File: src/rtl/dac_pkg.sv
package dac_pkg;

   // integer power used to derive word and address spans from the digit count
   function automatic int unsigned dac_pow(input int unsigned base, input int unsigned expo);
      int unsigned r;
      r = 1;
      for (int unsigned i = 0; i < expo; i++) r = r * base;
      return r;
   endfunction

   typedef enum logic [1:0] {
      ST_FETCH = 2'd0,
      ST_EXEC  = 2'd1,
      ST_OUT   = 2'd2,
      ST_HALT  = 2'd3
   } dac_state_e;

   typedef enum logic [3:0] {
      K_HALT  = 4'd0,
      K_ADD   = 4'd1,
      K_SUB   = 4'd2,
      K_STORE = 4'd3,
      K_LOAD  = 4'd4,
      K_JMP   = 4'd5,
      K_JZ    = 4'd6,
      K_JNN   = 4'd7,
      K_IN    = 4'd8,
      K_OUT   = 4'd9,
      K_NOP   = 4'd10
   } dac_kind_e;

endpackage

File: src/rtl/dac_alu.sv
module dac_alu #(
   parameter int WORD_W   = 10,
   parameter int WORD_MOD = 1000
) (
   input  logic [WORD_W-1:0] acc,
   input  logic [WORD_W-1:0] opd,
   input  logic              do_sub,
   output logic [WORD_W-1:0] result,
   output logic              borrow
);
   localparam logic [WORD_W:0] MOD_V = (WORD_W+1)'(WORD_MOD);

   logic [WORD_W:0] ext_a;
   logic [WORD_W:0] ext_b;
   logic [WORD_W:0] raw;

   assign ext_a = {1'b0, acc};
   assign ext_b = {1'b0, opd};

   always_comb begin
      raw    = '0;
      borrow = 1'b0;
      if (do_sub) begin
         if (ext_a >= ext_b) begin
            raw = ext_a - ext_b;
         end else begin
            raw    = ext_a + MOD_V - ext_b;
            borrow = 1'b1;
         end
      end else begin
         raw = ext_a + ext_b;
         if (raw >= MOD_V) raw = raw - MOD_V;
      end
      result = raw[WORD_W-1:0];
   end
endmodule

File: src/rtl/dac_decode.sv
module dac_decode
   import dac_pkg::*;
#(
   parameter int WORD_W    = 10,
   parameter int ADDR_W    = 7,
   parameter int ADDR_SPAN = 100
) (
   input  logic [WORD_W-1:0] word,
   output dac_kind_e         kind,
   output logic [ADDR_W-1:0] addr
);
   logic [3:0] op_digit;

   assign op_digit = 4'(word / ADDR_SPAN);
   assign addr     = ADDR_W'(word % ADDR_SPAN);

   always_comb begin
      unique case (op_digit)
         4'd0:    kind = K_HALT;
         4'd1:    kind = K_ADD;
         4'd2:    kind = K_SUB;
         4'd3:    kind = K_STORE;
         4'd5:    kind = K_LOAD;
         4'd6:    kind = K_JMP;
         4'd7:    kind = K_JZ;
         4'd8:    kind = K_JNN;
         4'd9: begin
            if (addr == ADDR_W'(1))      kind = K_IN;
            else if (addr == ADDR_W'(2)) kind = K_OUT;
            else                         kind = K_NOP;
         end
         default: kind = K_NOP;
      endcase
   end
endmodule

File: src/rtl/dac_mem.sv
module dac_mem #(
   parameter int WORD_W = 10,
   parameter int ADDR_W = 7,
   parameter int DEPTH  = 100
) (
   input  logic              clk,
   input  logic              wr_en,
   input  logic [ADDR_W-1:0] wr_addr,
   input  logic [WORD_W-1:0] wr_data,
   input  logic [ADDR_W-1:0] rd_addr,
   output logic [WORD_W-1:0] rd_data
);
   logic [WORD_W-1:0] cells [DEPTH];

   for (genvar i = 0; i < DEPTH; i++) begin : g_cell
      logic [WORD_W-1:0] cell_q;
      always_ff @(posedge clk) begin
         if (wr_en && (wr_addr == ADDR_W'(i))) cell_q <= wr_data;
      end
      assign cells[i] = cell_q;
   end

   always_comb begin
      rd_data = '0;
      for (int i = 0; i < DEPTH; i++) begin
         if (rd_addr == ADDR_W'(i)) rd_data = cells[i];
      end
   end
endmodule

File: src/rtl/dac_core.sv
module dac_core
   import dac_pkg::*;
#(
   parameter int DIGIT_BASE  = 10,
   parameter int WORD_DIGITS = 3,
   parameter int WORD_MOD    = int'(dac_pkg::dac_pow(DIGIT_BASE, WORD_DIGITS)),
   parameter int ADDR_SPAN   = int'(dac_pkg::dac_pow(DIGIT_BASE, WORD_DIGITS - 1)),
   parameter int WORD_W      = $clog2(WORD_MOD),
   parameter int ADDR_W      = $clog2(ADDR_SPAN)
) (
   input  logic              clk,
   input  logic              rst_n,
   input  logic              load_en,
   input  logic [ADDR_W-1:0] load_addr,
   input  logic [WORD_W-1:0] load_data,
   input  logic              in_valid,
   input  logic [WORD_W-1:0] in_data,
   output logic              in_ready,
   output logic              out_valid,
   output logic [WORD_W-1:0] out_data,
   input  logic              out_ready,
   output logic              halted,
   output logic              neg_flag
);
   localparam logic [ADDR_W-1:0] PC_LAST = ADDR_W'(ADDR_SPAN - 1);

   if (DIGIT_BASE != 10) begin : g_bad_base
      $error("dac_core: the opcode map needs decimal digits");
   end
   if (WORD_DIGITS < 3) begin : g_bad_digits
      $error("dac_core: a word needs an opcode digit and two address digits");
   end
   if ((1 << WORD_W) < WORD_MOD || (1 << ADDR_W) < ADDR_SPAN) begin : g_bad_width
      $error("dac_core: word or address width too narrow");
   end

   dac_state_e        state_q;
   logic [ADDR_W-1:0] pc_q;
   logic [WORD_W-1:0] ir_q;
   logic [WORD_W-1:0] acc_q;
   logic              neg_q;
   logic              out_valid_q;
   logic [WORD_W-1:0] out_data_q;

   dac_kind_e         kind;
   logic [ADDR_W-1:0] op_addr;
   logic [ADDR_W-1:0] pc_seq;
   logic [ADDR_W-1:0] rd_addr;
   logic [WORD_W-1:0] rd_data;
   logic              mem_we;
   logic [ADDR_W-1:0] mem_waddr;
   logic [WORD_W-1:0] mem_wdata;
   logic [WORD_W-1:0] alu_y;
   logic              alu_borrow;
   logic [WORD_W-1:0] in_val;

   dac_decode #(
      .WORD_W   (WORD_W),
      .ADDR_W   (ADDR_W),
      .ADDR_SPAN(ADDR_SPAN)
   ) u_decode (
      .word(ir_q),
      .kind(kind),
      .addr(op_addr)
   );

   assign rd_addr   = (state_q == ST_FETCH) ? pc_q : op_addr;
   assign mem_we    = load_en || (state_q == ST_EXEC && kind == K_STORE);
   assign mem_waddr = load_en ? load_addr : op_addr;
   assign mem_wdata = load_en ? load_data : acc_q;

   dac_mem #(
      .WORD_W(WORD_W),
      .ADDR_W(ADDR_W),
      .DEPTH (ADDR_SPAN)
   ) u_mem (
      .clk    (clk),
      .wr_en  (mem_we),
      .wr_addr(mem_waddr),
      .wr_data(mem_wdata),
      .rd_addr(rd_addr),
      .rd_data(rd_data)
   );

   dac_alu #(
      .WORD_W  (WORD_W),
      .WORD_MOD(WORD_MOD)
   ) u_alu (
      .acc   (acc_q),
      .opd   (rd_data),
      .do_sub(kind == K_SUB),
      .result(alu_y),
      .borrow(alu_borrow)
   );

   assign pc_seq = (pc_q == PC_LAST) ? '0 : pc_q + ADDR_W'(1);
   assign in_val = WORD_W'(in_data % WORD_MOD);

   always_ff @(posedge clk) begin
      if (!rst_n) begin
         state_q     <= ST_FETCH;
         pc_q        <= '0;
         ir_q        <= '0;
         acc_q       <= '0;
         neg_q       <= 1'b0;
         out_valid_q <= 1'b0;
         out_data_q  <= '0;
      end else begin
         unique case (state_q)
            ST_FETCH: begin
               ir_q    <= rd_data;
               pc_q    <= pc_seq;
               state_q <= ST_EXEC;
            end
            ST_EXEC: begin
               state_q <= ST_FETCH;
               unique case (kind)
                  K_ADD: begin
                     acc_q <= alu_y;
                     neg_q <= 1'b0;
                  end
                  K_SUB: begin
                     acc_q <= alu_y;
                     neg_q <= alu_borrow;
                  end
                  K_LOAD: begin
                     acc_q <= rd_data;
                     neg_q <= 1'b0;
                  end
                  K_JMP: pc_q <= op_addr;
                  K_JZ: begin
                     if (acc_q == '0) pc_q <= op_addr;
                  end
                  K_JNN: begin
                     if (!neg_q) pc_q <= op_addr;
                  end
                  K_IN: begin
                     if (in_valid) begin
                        acc_q <= in_val;
                        neg_q <= 1'b0;
                     end else begin
                        state_q <= ST_EXEC;
                     end
                  end
                  K_OUT: begin
                     out_valid_q <= 1'b1;
                     out_data_q  <= acc_q;
                     state_q     <= ST_OUT;
                  end
                  K_HALT: state_q <= ST_HALT;
                  default: ;
               endcase
            end
            ST_OUT: begin
               if (out_ready) begin
                  out_valid_q <= 1'b0;
                  state_q     <= ST_FETCH;
               end
            end
            default: state_q <= ST_HALT;
         endcase
      end
   end

   assign in_ready  = (state_q == ST_EXEC) && (kind == K_IN);
   assign out_valid = out_valid_q;
   assign out_data  = out_data_q;
   assign halted    = (state_q == ST_HALT);
   assign neg_flag  = neg_q;
endmodule

File: config.mk
export PLATFORM = sky130hd
export DESIGN_NAME = dac_core
export DESIGN_NICKNAME = d
export VERILOG_FILES = /design/src/rtl/dac_pkg.sv /design/src/rtl/dac_alu.sv /design/src/rtl/dac_decode.sv /design/src/rtl/dac_mem.sv /design/src/rtl/dac_core.sv
export SDC_FILE = /design/constraint.sdc
export NUM_CORES = 2
export LEC_CHECK = 0
export CORE_MARGIN = 8
export CORE_UTILIZATION = 39
export CTS_CLUSTER_SIZE = 40
export DETAILED_ROUTE_END_ITERATION = 6
export DONT_BUFFER_PORTS = 1
export GPL_TIMING_DRIVEN = 0
export PLACE_DENSITY = 0.55
export SYNTH_ARGS = -nofsm -noshare
export SYNTH_HDL_FRONTEND = slang
export SYNTH_SLANG_ARGS = --single-unit
export TNS_END_PERCENT = 100
File: constraint.sdc
create_clock -name clk -period 10 [get_ports clk]
set_input_delay 1 -clock clk [delete_from_list [all_inputs] [get_ports clk]]
set_output_delay 1 -clock clk [all_outputs]
set_load 0.01 [all_outputs]
After elaboration in Yosys (flattened, before gate mapping)
Index checks and enable logic that the tools add are counted.
Widths: inputs -> output; s select.
- $add $sub $neg: 6
- div/mod/pow operators: 3
- order comparisons: 2
- equal/unequal tests: 227
- muxes and demuxes: 126
- reduce and logical (&&, ||, !) cells: 120
- operators by type and width (operator ; count):
    $mux 10 ; 105
    $eq 7x7->1 const B ; 73
    $eq 7x6->1 const B ; 64
    $eq 7x5->1 const B ; 32
    $eq 7x4->1 const B ; 16
    $logic_and 1x1->1 ; 102
    $eq 7x3->1 const B ; 8
    $pmux 4 s9 ; 1
    $eq 7x2->1 const B ; 5
    $mux 7 ; 5
    $div 10x7->32 const B ; 1
    $mod 10x10->32 const B ; 1
    $mod 10x7->32 const B ; 1
    $pmux 10 s3 ; 1
    $eq 4x3->1 const B ; 7
    $eq 7x1->1 const B ; 3
    $pmux 7 s3 ; 1
    $sub 10x10->10 ; 2
    $eq 4x2->1 const B ; 4
    $eq 4x4->1 const B ; 4
    $logic_not 7->1 ; 2
    $pmux 7 s2 ; 1
    $pmux 2 s3 ; 2
    $add 10x10->11 ; 1
    27 further kinds ; 42
- bits in registers: 1041
- input bits: 32
- output and inout port bits: 14
- logic and storage cells: 591

Longest topological paths before layout
- depth in word-level cells: 108
- depth in mapped cells: 45
- gate-level depth less buffers: 38

Modules after synthesis
Synthesis repeated with hierarchy kept, for this count alone.
- cells, all modules: 3784
- area, all modules: 48103.6 um2
- by module, submodules not included (module ; times used ; cells an instance ; area each (um2) ; sequential area each (um2)):
    dac_mem ; 1 ; 3062 ; 42418.2 ; 30028.8
    dac_core ; 1 ; 307 ; 2558.7 ; 820.8
    dac_alu ; 1 ; 257 ; 1965.6 ; 0.0
    dac_decode ; 1 ; 158 ; 1161.1 ; 0.0

Worst setup path after synthesis
No wires, ideal clock.
- kind: register -> register
- from: register ir_q[6]
- to: register acc_q[6]
- arrival time: 8.130 ns
- data required time: 9.881 ns
- setup slack: 1.751 ns
- stages on the path, launching flop included: 43
- path buffers: 6
- clock period less this slack: 8.249 ns
- cell sequence: dfxtp_1 -> buf_4 -> nor3_2 -> nor2_1 -> ha_1 -> nand2b_1 -> o21a_1 -> o31a_1 -> xor2_1 -> nand3_1 -> a32o_1 -> o221a_1 -> buf_6 -> buf_12 -> buf_6 -> mux2_4 -> buf_2 -> a222oi_1 -> [7 not listed] -> ha_1 -> inv_1 -> fa_1 -> inv_1 -> a21o_1 -> a21oi_1 -> o21bai_1 -> a21oi_1 -> xnor2_1 -> or2_2 -> nor3_1 -> a311o_1 -> clkbuf_1 -> nand2_1 -> xnor2_1 -> o21ai_0 -> a221o_1 -> o221a_1
- cells in the longest elaborated chain, start to end: 108
- ends and longest elaborated chain (item ; RTL line ; source):
    start, declared ; dac_core.sv:39 ; logic [WORD_W-1:0] ir_q;
    start signal, assigned ; dac_core.sv:111 ; ir_q <= rd_data;
    $mod 10x7->32 (*) ; dac_decode.sv:15 ; assign addr = ADDR_W'(word % ADDR_SPAN);
    $mux 7 (*) ; dac_core.sv:67 ; assign rd_addr = (state_q == ST_FETCH) ? pc_q : op_addr;
    $logic_not 7->1 ; dac_mem.sv:26 ; if (rd_addr == ADDR_W'(i)) rd_data = cells[i];
    $mux 10 (99 in series) ; dac_mem.sv:26 ;
    $mux 10 (*) ; dac_mem.sv:26 ;
    via rd_data[0] ; dac_core.sv:49 ; logic [WORD_W-1:0] rd_data;
    $add 10x10->11 ; dac_alu.sv:31 ; raw = ext_a + ext_b;
    $sub 10x10->10 or $ge 11x10->1 (tied branches) ; dac_alu.sv:32 ; if (raw >= MOD_V) raw = raw - MOD_V;
    $mux 10 ; dac_alu.sv:32 ;
    $mux 10 (*) ; dac_alu.sv:23 ; if (do_sub) begin
    $pmux 10 s3 (*) ; dac_core.sv:117 ; unique case (kind)
    end signal, assigned ; dac_core.sv:119 ; acc_q <= alu_y;
    end signal, assigned ; dac_core.sv:123 ; acc_q <= alu_y;
    end signal, assigned ; dac_core.sv:127 ; acc_q <= rd_data;
    end, declared ; dac_core.sv:40 ; logic [WORD_W-1:0] acc_q;
Mark *: on every way through the listed nets, which the timed path passes. The rest lies on a longest branch.
A chain may end at the register's enable or synchronous reset.

Worst setup path after layout
- from: register state_q[1]
- to: register acc_q[6]
- cells in the longest elaborated chain, start to end: 108
- ends and longest elaborated chain (item ; RTL line ; source):
    start, declared ; dac_core.sv:37 ; dac_state_e state_q;
    start signal, assigned ; dac_core.sv:101 ; state_q <= ST_FETCH;
    start signal, assigned ; dac_core.sv:113 ; state_q <= ST_EXEC;
    start signal, assigned ; dac_core.sv:116 ; state_q <= ST_FETCH;
    $logic_not 2->1 ; dac_core.sv:67 ;
    $mux 7 ; dac_core.sv:67 ;
    $logic_not 7->1 ; dac_mem.sv:26 ;
    $mux 10 (100 in series) ; dac_mem.sv:26 ;
    $add 10x10->11 ; dac_alu.sv:31 ;
    $sub 10x10->10 or $ge 11x10->1 (tied branches) ; dac_alu.sv:32 ;
    $mux 10 ; dac_alu.sv:32 ;
    $mux 10 ; dac_alu.sv:23 ;
    $pmux 10 s3 ; dac_core.sv:117 ;
Parallel ways exist; a longest one is shown, timed or not.

==> impl.org <==
** Run status
- Run status :: finished with violations
- The checks that failed: design-rule violations, max-capacitance violations, max-slew violations, negative setup slack.

** Timing
- Between clock sinks in the finished design, the worst skew comes to between 0.06 and 0.07 ns.
- Fmax :: about 98 MHz
- The max-slew violation count came to 22.
- Worst rel slew slack :: -0.0750
- The number of failing hold endpoints at the final stage is 0.
- Smallest hold slack :: around 0.55 ns
- Period Utilization, post-route :: 1.02
- At the pin with the least slew margin, the transition time is ~1.6 ns.
- Total negative slack :: -0.389 ns
- Crit path setup slack, layout :: -0.156 ns
- Setup violations remaining at the end of the flow were counted as 6.
- Minimum clock period :: ~10 ns

** Critical path
- By instance count, the cell type seen most on the critical path is sky130_fd_sc_hd__clkbuf_1.
- Critical path's top delay family :: compound AO/OA/AOI/OAI gates
- The critical path in this run is classified as reg -> reg.
- Combined buffer and inverter count along the critical path :: 7
- Worst-path maximum fanout :: 10
- Worst Reg2Reg Path Length in Cells :: 33
- Critical Path Start Type :: register
- Data required time at the worst endpoint :: roughly 11 ns
- For this design, the slowest cell found on the critical path is sky130_fd_sc_hd__clkdlybuf4s15_1.
- Kind of end point of the critical path :: register
- Startpoint of the worst-slack reg-to-reg timing path :: state_q[1]
- The worst register-to-register path has a setup slack of -0.16 ns.
- Data arrival time of the worst path :: between 10 and 15 ns
- Largest incremental delay on the critical path :: around 1.1 ns
- In this run the critical register-to-register path is captured at acc_q[6].

** Cells and area
- The net count of the finished layout is ~4.1k.
- In the final layout, the multi-input gates occupy roughly 17000 sq um.
- In the final layout, flip-flops and latches occupy about 31000 sq um.
- Excluding fillers, the count of instances in the completed layout stands at approximately 5.7k.
- The layout has between 10k and 15k filler cells.
- Of the cells placed in the final design, the portion with a size suffix greater than 1 is 0.174.
- Relative to the synthesized area, the layout overhead comes to 19.0%.

** Synth
- Post-synth design cell area :: between 40000 and 50000 sq um
- The share of synthesized area in the top cell type comes to 0.632.
- Post-synth ARST share :: 0
- Yosys mapped a number of flops with a built-in enable equal to approximately 1.0k.
- Top cells by area in the synthesized netlist :: sky130_fd_sc_hd__edfxtp_1 (63%), sky130_fd_sc_hd__nor2_1 (2.6%), sky130_fd_sc_hd__nand2_1 (2.6%)
- The synthesized design spends more area on one cell type than any other, namely sky130_fd_sc_hd__edfxtp_1.
- Prevailing post-synth register cell :: sky130_fd_sc_hd__edfxtp_1
- The synthesized netlist contains approximately 110 unique library cells.
- Post-synthesis average cell area :: ~13 sq um
- Counting every net in the synthesized netlist gives a little under 4k.
- Synth Instances :: about 3.8k
- Among all cell types in the netlist, the one instantiated most often is sky130_fd_sc_hd__edfxtp_1.
- During synthesis, Yosys emitted a total of 0 warnings.
- #FFs+latches synth :: about 1.0k
- The commonest cells after synthesis are sky130_fd_sc_hd__edfxtp_1 (1000), sky130_fd_sc_hd__nor2_1 (333), sky130_fd_sc_hd__nand2_1 (331).
- Proportion of synthesized chip area in sequential cells :: 0.650

** Routing
- In this run the remaining antenna-violating nets after routing total 0.
- Wires add up to ~260 mm.
- After detailed routing, the number of remaining DRC violations is 11.
- The detailed router finished its first iteration with 8227 violations.
- Detail-routed net length per standard cell :: ~44 um
- After detailed routing, the number of vias per cell comes to 7.23.
- Number of detailed-routing iterations run before antenna repair :: 7
- The detailed router placed between 40k and 50k vias in this run.

** Power
- Leakage power total :: around 0.018 uW
- Total power for the finished layout comes to 23100 uW.
- Power density of the placed cells :: approximately 410 nW/um^2
- Largest voltage drop on the vdd net :: 0.392 mV

** Placed design
- Routability cong. :: 1.07
- HPWL Detailed :: roughly 170 mm
- Port Buf Inserts :: 0
- Counting tap cells, the placed design contains a total of between 5k and 6k instances.

** Clocking
- Clock latency on the worst-skew pair, taken at its later pin, is about 0.75 ns.
- For this design, the sink count on the clock tree is 1041.
- In this run the clock root is driven by a sky130_fd_sc_hd__clkbuf_16.
- No sink is reached through more buffers than the 3 on the longest clock path.
- Clock buffers created by TritonCTS :: 112
- After clock tree synthesis, the clock-pin slew on the worst setup and hold paths is ~0.060 ns.
- TritonCTS clock tree :: yes
- The clock tree synthesis step divided the H-tree into 3 levels.

** Floorplanning
- Core Footprint :: 121000 sq um
- Number of cell rows :: ~130
- Die area :: roughly 130000 sq um
- Chip height :: roughly 360 um
- During I/O placement, the number of pins put on the boundary was 46.
- Initial Util :: 0.392
- In this run the horizontal extent of the chip is around 360 um.

** Worst hold path
- Destination of the worst hold path :: out_valid
- Number of stages on the worst hold path :: 2
- The min-delay analysis places its worst path in the category reg -> reg.
- Critical hold path startpoint :: out_valid

** GRT
- Maximum number of pins on one net before global-route repair :: between 60 and 70
- Global-route wire length before repair :: 333 mm
- The initial antenna violation count was 27.
- The via count of the first global-routing pass came to ~37k.
- Total Routing Usage GR :: 0.368
- Summed over all layers, the global routing overflow is 0.

** Run
- Max-cap check violation count :: 4
[cell families (layout without fill, tap and decap cells)]
family	count (synthesis)	after routing	share of synthesized area
compound gates	1202	1203	0.183
xor+xnor	33	34	0.00609
fa+ha+maj	47	47	0.0133
buf+inv	294	612	0.0265
flops	1041	1041	0.650
mux	55	55	0.0149
other cells	0	18	0
simple gates	1100	1100	0.107
[through the flow]
stage,cell area (sq um),worst slack (ns),util
after floorplan,47500,1.75,-
after global placement,49500,-5.02,0.408
after detailed placement,50500,-3.05,0.416
after CTS,55300,-0.0155,0.456
after global routing,56400,-0.0975,0.466
final,56500,-0.156,0.466
[metal layers]
layer | wire length (um) | GRT usage
met1 | 90200 | 0.465
met2 | 102000 | 0.510
met3 | 40600 | 0.159
met4 | 22300 | 0.237
met5 | 403 | 0.0149
[cell type report]
cell class | instances | area share
clock inverters | 79 | 0.0142
clock buffers | 131 | 0.0509
diodes | 18 | 0.000797
flip-flops and latches | 1041 | 0.546
plain buffers | 240 | 0.0282
repair buffers | 112 | 0.0246
well taps | 1625 | 0.0360
inverters | 50 | 0.00332
multi-input cells | 2439 | 0.296
[power by group]
part	internal, uW	switching [uW]
Combinational	3900	9690
Clock	2400	1880
Sequential	5140	85.1
[registers in the layout, summed over array words and instances (netlist names)]
name and cells:
neg_flag 1, out_data 10, state_q 2, pc_q 7
acc_q 10, out_valid 1, ir_q 10, u_mem.g_cell.cell_q 1000
[timing repair]
item,CTS,global route
buffers inserted,27,42
cloned,0,2
endpoints found under the setup margin,11,8
hold buffers,0,0
pin swaps,21,39
resized for setup,285,210
[tightest hold or removal path, delay by kind of cell (launching register included)]
family | cells | cell delay, ns
flip-flops | 1 | 0.34
AO/OA/AOI/OAI | 2 | 0.15
[cells in the final DEF, fill, tap and decap left out, drive strengths merged, types with 55 or more instances in the layout]
| cell | instances |
|---|---|
| edfxtp | 1000 |
| nor2 | 336 |
| nand2 | 334 |
| clkbuf | 264 |
| buf | 212 |
| o21ai | 208 |
| a21oi | 205 |
| nand3 | 125 |
| nor3 | 107 |
| o22ai | 76 |
| a221oi | 68 |
| a22oi | 63 |
| a31oi | 59 |
| inv | 57 |
| clkinv | 55 |
[how the worst max path moves through the flow]
stage | slack, ns | cells after the start | start | endpoint
after floorplan | 1.75 | 42 | ir_q[6] | acc_q[6]
after global placement | -5.02 | 4 | load_en | u_mem.g_cell[31].cell_q[7]
after detailed placement | -3.05 | 36 | ir_q[6] | acc_q[6]
after CTS | -0.02 | 36 | ir_q[6] | acc_q[6]
final | -0.16 | 33 | state_q[1] | acc_q[6]
after global routing | -0.1 | 38 | ir_q[6] | acc_q[3]
(Power assumes the default switching activity.)
